`src/rtl/calWindowPkg.sv`:
```
package calWindowPkg;
  localparam int BYTE_W = 8;
  localparam int PTR_W  = 2;
  localparam int WORD_W = 2 * BYTE_W;
  localparam int PAIRS  = 1 << PTR_W;
  localparam int BYTES  = 2 * PAIRS;

  typedef enum logic [1:0] {
    SRC_TIME  = 2'd0,
    SRC_ALARM = 2'd1,
    SRC_TCFG  = 2'd2,
    SRC_ACFG  = 2'd3
  } rdSrcT;

  typedef struct packed {
    logic [PTR_W-1:0] timePtr;
    logic [PTR_W-1:0] alarmPtr;
    logic             timeWrHi;
    logic             timeWrLo;
    logic             alarmWrHi;
    logic             alarmWrLo;
    rdSrcT            rdSrc;
  } winStrobeT;
endpackage

```
`src/rtl/calWindowCtrl.sv`:
```
module calWindowCtrl
  import calWindowPkg::*;
#(
  parameter int PTR_BIT_LO = 8
) (
  input  logic        clk,
  input  logic        rstN,
  input  logic        busSel,
  input  logic        busWrite,
  input  logic [1:0]  busAddr,
  input  logic        busByteHi,
  input  logic        busByteLo,
  input  logic [WORD_W-1:0] busWdata,
  output winStrobeT   strb
);
  localparam int NWIN = 2;

  logic [PTR_W-1:0] ptrQ [NWIN];
  logic winHit [NWIN];
  logic cfgHit [NWIN];
  logic stepReq [NWIN];
  logic loadReq [NWIN];

  for (genvar w = 0; w < NWIN; w++) begin : g_win
    assign winHit[w]  = busSel && (busAddr == 2'(w));
    assign cfgHit[w]  = busSel && (busAddr == 2'(w + NWIN));
    assign stepReq[w] = winHit[w] &&
                        (busWrite ? busByteHi : (busByteHi || busByteLo));
    assign loadReq[w] = cfgHit[w] && busWrite && busByteHi;

    always_ff @(posedge clk or negedge rstN) begin
      if (!rstN)
        ptrQ[w] <= '0;
      else if (loadReq[w])
        ptrQ[w] <= busWdata[PTR_BIT_LO +: PTR_W];
      else if (stepReq[w] && (ptrQ[w] != '0))
        ptrQ[w] <= ptrQ[w] - 1'b1;
    end

    // an access at a nonzero pointer steps it down by one
    assert_ptr_step_R6: assert property (@(posedge clk) disable iff (!rstN)
      (stepReq[w] && ptrQ[w] != '0) |=> (ptrQ[w] == $past(ptrQ[w]) - 1'b1));
    // pointer at zero stays there on a window access
    assert_ptr_floor_R7: assert property (@(posedge clk) disable iff (!rstN)
      (winHit[w] && ptrQ[w] == '0) |=> (ptrQ[w] == '0));
    // a low-only window write leaves the pointer alone
    assert_lo_hold_R5: assert property (@(posedge clk) disable iff (!rstN)
      (winHit[w] && busWrite && busByteLo && !busByteHi) |=> $stable(ptrQ[w]));
    // a configuration load takes bits 9:8 of the write data
    assert_cfg_load_R8: assert property (@(posedge clk) disable iff (!rstN)
      loadReq[w] |=> (ptrQ[w] == $past(busWdata[PTR_BIT_LO +: PTR_W])));
  end

  always_comb begin
    strb.timePtr   = ptrQ[0];
    strb.alarmPtr  = ptrQ[1];
    strb.timeWrHi  = winHit[0] && busWrite && busByteHi;
    strb.timeWrLo  = winHit[0] && busWrite && busByteLo;
    strb.alarmWrHi = winHit[1] && busWrite && busByteHi;
    strb.alarmWrLo = winHit[1] && busWrite && busByteLo;
    strb.rdSrc     = rdSrcT'(busAddr);
  end
endmodule

```
`src/rtl/calWindowData.sv`:
```
module calWindowData
  import calWindowPkg::*;
#(
  parameter int PTR_BIT_LO = 8
) (
  input  logic        clk,
  input  logic        rstN,
  input  winStrobeT   strb,
  input  logic        timeWrEn,
  input  logic [WORD_W-1:0] busWdata,
  output logic [WORD_W-1:0] busRdata
);
  localparam int UNUSED_IDX = BYTES - 1;

  logic [BYTE_W-1:0] timeByte  [BYTES];
  logic [BYTE_W-1:0] alarmByte [BYTES];

  for (genvar i = 0; i < BYTES; i++) begin : g_byte
    localparam int PAIR = i / 2;
    localparam bit ISHI = (i % 2) == 1;
    logic tEn, aEn;
    assign tEn = timeWrEn && (strb.timePtr == PTR_W'(PAIR)) &&
                 (ISHI ? strb.timeWrHi : strb.timeWrLo);
    assign aEn = (strb.alarmPtr == PTR_W'(PAIR)) &&
                 (ISHI ? strb.alarmWrHi : strb.alarmWrLo);

    if (i == UNUSED_IDX) begin : g_unused
      assign timeByte[i] = '0;
    end else begin : g_time
      always_ff @(posedge clk or negedge rstN) begin
        if (!rstN)     timeByte[i] <= '0;
        else if (tEn)  timeByte[i] <= busWdata[(ISHI ? BYTE_W : 0) +: BYTE_W];
      end
      // nothing is stored into a time byte while the enable is low
      assert_time_gate_R10: assert property (@(posedge clk) disable iff (!rstN)
        !timeWrEn |=> $stable(timeByte[i]));
    end

    always_ff @(posedge clk or negedge rstN) begin
      if (!rstN)     alarmByte[i] <= '0;
      else if (aEn)  alarmByte[i] <= busWdata[(ISHI ? BYTE_W : 0) +: BYTE_W];
    end
  end

  logic [WORD_W-1:0] timeWord, alarmWord;
  always_comb begin
    timeWord  = {timeByte[2*strb.timePtr + 1], timeByte[2*strb.timePtr]};
    alarmWord = {alarmByte[2*strb.alarmPtr + 1], alarmByte[2*strb.alarmPtr]};
    busRdata  = '0;
    unique case (strb.rdSrc)
      SRC_TIME:  busRdata = timeWord;
      SRC_ALARM: busRdata = alarmWord;
      SRC_TCFG:  busRdata[PTR_BIT_LO +: PTR_W] = strb.timePtr;
      SRC_ACFG:  busRdata[PTR_BIT_LO +: PTR_W] = strb.alarmPtr;
      default:   busRdata = '0;
    endcase
  end

  // unused high byte of the time window reads zero
  assert_unused_zero_R9: assert property (@(posedge clk) disable iff (!rstN)
    (strb.rdSrc == SRC_TIME && strb.timePtr == PTR_W'(PAIRS - 1)) |->
      (busRdata[WORD_W-1:BYTE_W] == '0));
endmodule

```
`src/rtl/calWindow.sv`:
```
module calWindow
  import calWindowPkg::*;
#(
  parameter int PTR_BIT_LO = 8
) (
  input  logic        clk,
  input  logic        rstN,
  input  logic        busSel,
  input  logic        busWrite,
  input  logic [1:0]  busAddr,
  input  logic        busByteHi,
  input  logic        busByteLo,
  input  logic [15:0] busWdata,
  input  logic        timeWrEn,
  output logic [15:0] busRdata
);
  winStrobeT strb;

  calWindowCtrl #(.PTR_BIT_LO(PTR_BIT_LO)) u_ctrl (
    .clk(clk), .rstN(rstN), .busSel(busSel), .busWrite(busWrite),
    .busAddr(busAddr), .busByteHi(busByteHi), .busByteLo(busByteLo),
    .busWdata(busWdata), .strb(strb)
  );

  calWindowData #(.PTR_BIT_LO(PTR_BIT_LO)) u_data (
    .clk(clk), .rstN(rstN), .strb(strb), .timeWrEn(timeWrEn),
    .busWdata(busWdata), .busRdata(busRdata)
  );
endmodule

```
`config.mk`:
```
export PLATFORM = sky130hd
export DESIGN_NAME = calWindow
export DESIGN_NICKNAME = d
export VERILOG_FILES = /design/src/rtl/calWindowPkg.sv /design/src/rtl/calWindowCtrl.sv /design/src/rtl/calWindowData.sv /design/src/rtl/calWindow.sv
export SDC_FILE = /design/constraint.sdc
export NUM_CORES = 1
export LEC_CHECK = 0
export ABC_AREA = 0
export CELL_PAD_IN_SITES_DETAIL_PLACEMENT = 0
export CELL_PAD_IN_SITES_GLOBAL_PLACEMENT = 1
export CORE_MARGIN = 2
export CORE_UTILIZATION = 34
export CTS_BUF_LIST = sky130_fd_sc_hd__clkbuf_8
export DETAILED_ROUTE_END_ITERATION = 6
export HOLD_SLACK_MARGIN = 0.08
export PLACE_DENSITY = 0.65
export SYNTH_ARGS = -nofsm -noshare
export SYNTH_HDL_FRONTEND = slang
export SYNTH_SLANG_ARGS = --single-unit
export TNS_END_PERCENT = 50
```
`constraint.sdc`:
```
create_clock -name clk -period 2.6 [get_ports clk]
set_input_delay 0.52 -clock clk [delete_from_list [all_inputs] [get_ports clk]]
set_output_delay 0.52 -clock clk [all_outputs]
set_load 0.02 [all_outputs]
```
==> After elaboration in Yosys (flattened, before gate mapping) <==
Cells that the tools add are included.
{ "classes": {"eq_ne": 9, "n_reduce_logical": 45, "n_addsub": 4, "muxes": 20, "magnitude_cmp": 4, "bitwise_logic": 4} }
{ "ops": {"columns": ["op", "count"], "rows": [
  ["$ge A33 B4 Y1 const B", 4],
  ["$bmux W8 S3", 4],
  ["$not A3 Y33", 2],
  ["$not A32 Y33", 2],
  ["$mux W8", 8],
  ["$logic_and A1 B1 Y1", 37],
  ["$pmux W8 S2", 1],
  ["$eq A2 B2 Y1 const B", 6],
  ["$pmux W6 S2", 1],
  ["$add A3 B1 Y4 const B", 2],
  ["$mux W2", 4],
  ["$pmux W2 S4", 1],
  ["$reduce_bool A2 Y1", 4],
  ["$eq A2 B1 Y1 const B", 3],
  ["$logic_not A2 Y1", 3],
  ["$sub A2 B1 Y2 const B", 2],
  ["$logic_or A1 B1 Y1", 1],
  ["$mux W1", 1]
]} }
{ "word_totals": {"reg_bits": 124, "inputBits": 25, "word_cells": 103} }

==> Longest topological paths before layout <==
{ "logic_depth": {"word_depth": 6, "depth_mapped": 8, "depth_no_buf": 6} }

==> Cells and area by module <==
From an unflattened synthesis, not the netlist that was laid out.
{ "unflattened": {"hier_cells": 395, "hier_area_um2": 5962.0} }
{ "by_module_without_submodules": {"columns": ["mod", "n_inst", "area_per_inst_um2", "cells_each"], "rows": [
  ["calWindowData", 1, 5625.4, 358],
  ["calWindowCtrl", 1, 336.6, 37]
]} }

==> Worst setup path before layout <==
No wires, ideal clock.
{ "synth_path": {"path_kind": "flip-flop to output port", "from": "register u_ctrl.ptrQ, in the netlist u_ctrl.strb[6]", "to": "output port busRdata[0]", "path_stages_with_launch": 6, "n_path_buf": 2, "arrival_ns": 1.659, "path_slack_ns": 0.421, "required_ns": 2.080, "cell_sequence": "dfrtp_1 > buf_2 > buf_2 > mux4_2 > mux2i_1 > nor2_1"} }
{ "synth_between": {"elab_chain_len": 5} }
{ "synth_rtl": {"columns": ["element", "line_no", "rtl"], "rows": [
  ["start, declared", "calWindowCtrl.sv:18", "logic [PTR_W-1:0] ptrQ [NWIN];"],
  ["start signal, assigned by index", "calWindowCtrl.sv:35", "ptrQ[w] <= busWdata[PTR_BIT_LO +: PTR_W];"],
  ["start signal, assigned by index", "calWindowCtrl.sv:37", "ptrQ[w] <= ptrQ[w] - 1'b1;"],
  ["$not A3 Y33 (implied by the code)", "calWindowData.sv:48", "alarmWord = {alarmByte[2*strb.alarmPtr + 1], alarmByte[2*strb.alarmPtr]};"],
  ["$bmux W8 S3", "calWindowData.sv:48", null],
  ["$mux W8 (implied by the code) (2 in a row)", "calWindowData.sv:48", null],
  ["$pmux W8 S2", "calWindowData.sv:50", "unique case (strb.rdSrc)"],
  ["end, declared", "calWindow.sv:15", "output logic [15:0] busRdata"]
]} }
Every way passes these cells. The select of a mux whose other input is x is not followed.

==> Final worst setup path <==
{ "layout_path": {"from": "register u_ctrl.ptrQ, in the netlist u_ctrl.strb[6]", "to": "output port busRdata[9]"} }
{ "layout_between": {"elab_chain_len": 6} }
{ "layout_rtl": {"columns": ["element", "line_no"], "rows": [
  ["$add A3 B1 Y4", "calWindowData.sv:48"],
  ["$not A32 Y33 (implied by the code)", "calWindowData.sv:48"],
  ["$bmux W8 S3", "calWindowData.sv:48"],
  ["$mux W8 (implied by the code) (2 in a row)", "calWindowData.sv:48"],
  ["$pmux W2 S4", "calWindowData.sv:50"]
]} }
Every way passes these cells. The select of a mux whose other input is x is not followed.

==> flow_summary.toml <==
[run_status]
status = "finished, violations left"
violations = "setup timing"

[power_and_ir_drop]
p_switching_mw = 2.08
clkPwrFrac_pct = 25.4
p_int_mw = 4.83
power.density_nw_per_um2 = 957
seqPwrFrac_pct = 41.1
p_sw_share_pct = 30.1
leakagePower_nw = 3.42
vdd_drop_max_mv = 0.464
power_frac_comb_pct = 33.5

[yosys]
ys_warn_count = 0
synth-simple-area-share_pct = 5.45
async_flop_share_pct = 100
synth_edf_count = 0
synth_area_um2 = 5850
ys_seq_area_share_pct = 53.0
synth_top_family_by_area = "multiplexers"
ys.flop_type = "dfrtp_1"
synth_area_per_cell_um2 = 15.1
synth-compound-area-share_pct = 1.90
synth_cells = 388
ys_ff_latch = 124
synth_xor_area_share_pct = 0.299
synth_mux_area_share_pct = 36.3
synth.distinct_cells = 32
syn-num-nets = 421
synthAdderAreaFrac_pct = 1.71

[cts]
path_clk_slew_ps = 70
cts_tree = "yes"
clock-root-buffer = "clkbuf_8"
clock-sinks = 124
worstSkewPairLatency_ps = 440
cts.path.max_buffers = 2
htreeDepth = 4
numCtsBuffers = 17

[floorplan]
die_area_um2 = 18300
initial_core_util_pct = 35.0
die_h_um = 135
die_x_um = 135
core_um2 = 16700
num_rows = 47
io_pins = 41

[layout]
area_growth_syn_to_layout_pct = 23.4
num_antenna_cells = 0
seqCellArea_um2 = 3100
drive_above_1_share_pct = 51.0
nNetsFinal = 502
multi_input_area_um2 = 2700
fill_cells = 1556

[global_routing]
grt_pass1_wl_um = 21400
grt_pass1_vias = 3807
antenna_found_initial = 0
grt_max_degree = 49
grt.overflow.total = 0
grt_usage_pct = 15.7

[timing]
setup_viol = 1
relSlewSlack_pct = 68.4
setup_slack_ps = -17.4
report.final.slew_viol_count = 0
clock_skew_ps = 7.87
tns_ps = -17.4
period_minus_slack_ps = 2620
period_share_pct = 101
hold_violations = 0
grt_setup_unrepaired = "yes"
max_slew.worst_pin.slew_ps = 475
fmax_ghz = 0.382

[critical_path]
r2r_start = "u_ctrl.strb[8]"
worstPathRequired_ps = 2080
path_class = "reg2out"
endpoint = "busRdata[9]"
cp.arrival_ps = 2100
rr_worst_depth = 6
crit_path_start = "u_ctrl.strb[6]"
startpoint_type = "flop"
rr_endpoint = "u_ctrl.strb[9]"
crit_path_end_kind = "output port"
r2r_slack_ps = 480
critPathMaxFanout = 3

[flow_run]
drv_cap = 0

[placed_design]
gp_congestion = 0.746
hpwl_um = 9060
port_buffers = 40
dpl_worst_slack_ps = -220

[min_path]
hold_class = "reg2reg"

[routing]
via_per_inst = 5.00
dr.first_iter.drc_count = 155
drt-total-wl_um = 13100
ant_nets = 0
vias = 3507
wire_per_inst_um = 18.6
drt_pass1_iterations = 4
drc = 0
[critical path: stages (launching register included)]
cell     delay (ps)
dfrtp_1         400
buf_6           120
mux4_2          500
mux4_2          490
buf_6           150
[cell type report]
cell class                      count  area share, %
Sequential cell                   124           43.0
Clock buffer                       18           3.43
Timing Repair Buffer               76           9.88
Multi-Input combinational cell    246           37.3
Tap cell                          220           3.81
Clock inverter                     14           2.34
Inverter                            4          0.225
[synthesized netlist by cell type, types with 3 or more instances]
master / instances / area [um2]
mux2i_1: 13 / 130
mux4_2: 24 / 541
nand2_1: 8 / 30.0
nor2_1: 11 / 41.3
mux2_2: 124 / 1400
nand2_2: 7 / 43.8
buf_2: 8 / 40.0
ha_1: 8 / 100
mux2_1: 5 / 56.3
nand3_1: 3 / 15.0
a221oi_1: 6 / 52.6
nor3_1: 7 / 35.0
inv_1: 3 / 11.3
clkbuf_1: 4 / 15.0
nor2b_1: 8 / 50.1
dfrtp_1: 124 / 3100
o21ai_0: 5 / 25.0
[flip-flops by register name (all words and copies together), names as in the netlist]
register and count:
u_data.alarmByte 64, u_ctrl.strb 4, u_data.timeByte 56
[metrics by stage]
step | hold slack (ps) | std cells | util (%) | area (um2) | power (mW)
after global routing | 510 | 702 | 43.2 | 7220 | 7.33
after floorplan | 224 | 388 | - | 5850 | 4.32
after CTS | 498 | 697 | 42.9 | 7160 | 6.90
after global placement | 468 | 661 | 40.4 | 6740 | 5.03
final | 495 | 702 | 43.2 | 7220 | 6.91
after detailed placement | 481 | 661 | 40.4 | 6740 | 5.10
[layout by cell type, fill, tap and decap left out, types with 4 or more instances in the layout]
cell,instances
a221oi_2,4
buf_12,7
buf_2,7
buf_4,27
buf_6,4
clkbuf_2,4
clkbuf_8,18
clkdlybuf4s50_1,23
clkinv_2,5
clkinv_4,4
dfrtp_1,123
ha_1,8
mux2_1,5
mux2_2,124
mux2i_1,13
mux4_2,24
nand2_1,8
nand2_2,7
nor2_1,11
nor2b_1,8
nor3_1,7
o21ai_0,5
[cells by family after synthesis]
| group | Yosys count |
|---|---|
| AOI/OAI and AO/OA | 16 |
| and+or+nand+nor | 54 |
| DFF | 124 |
| adders and majority gates | 8 |
| buffers and inverters | 18 |
| muxes | 166 |
| xor gates and xnor gates | 2 |
[repair_timing]
action / in CTS / in global routing
resized for setup: 47 / 25
hold buffers: 1 / 0
hold endpoints to repair: 32 / 0
setup buffers: 3 / 5
setup endpoints to repair: 16 / 16
[routing by layer]
layer	global-route usage, %	share of wire (%)	up-vias	wire length (um)
met4	5.21	0.97	0	127
met1	22.2	49	1841	6380
met3	3.74	2.7	8	350
met5	0	0	-	0
li1	-	-	1612	-
met2	23.9	48	46	6220
[power by group through the flow]
stage | clock network (mW) | registers (mW) | logic [mW]
2_1_floorplan | 0 | 2.75 | 1.58
3_3_place_gp | 0 | 2.84 | 2.20
3_5_place_dp | 0 | 2.87 | 2.24
4_1_cts | 1.81 | 2.84 | 2.25
5_1_grt | 1.91 | 2.91 | 2.51
6_report | 1.76 | 2.84 | 2.31
[worst min-delay path by stage]
stage / slack [ps] / cells after the start / to / startpoint
floorplan: 220 / 0 / u_ctrl.strb[6] / rstN
global placement: 470 / 1 / u_data.timeByte[26] / u_data.timeByte[26]
detailed placement: 480 / 1 / u_data.alarmByte[48] / u_data.alarmByte[48]
CTS: 500 / 1 / u_data.timeByte[26] / u_data.timeByte[26]
global route: 510 / 1 / u_data.timeByte[26] / u_data.timeByte[26]
finish: 500 / 1 / u_data.timeByte[25] / u_data.timeByte[25]
Note: power is estimated with default switching activity, not from simulation.
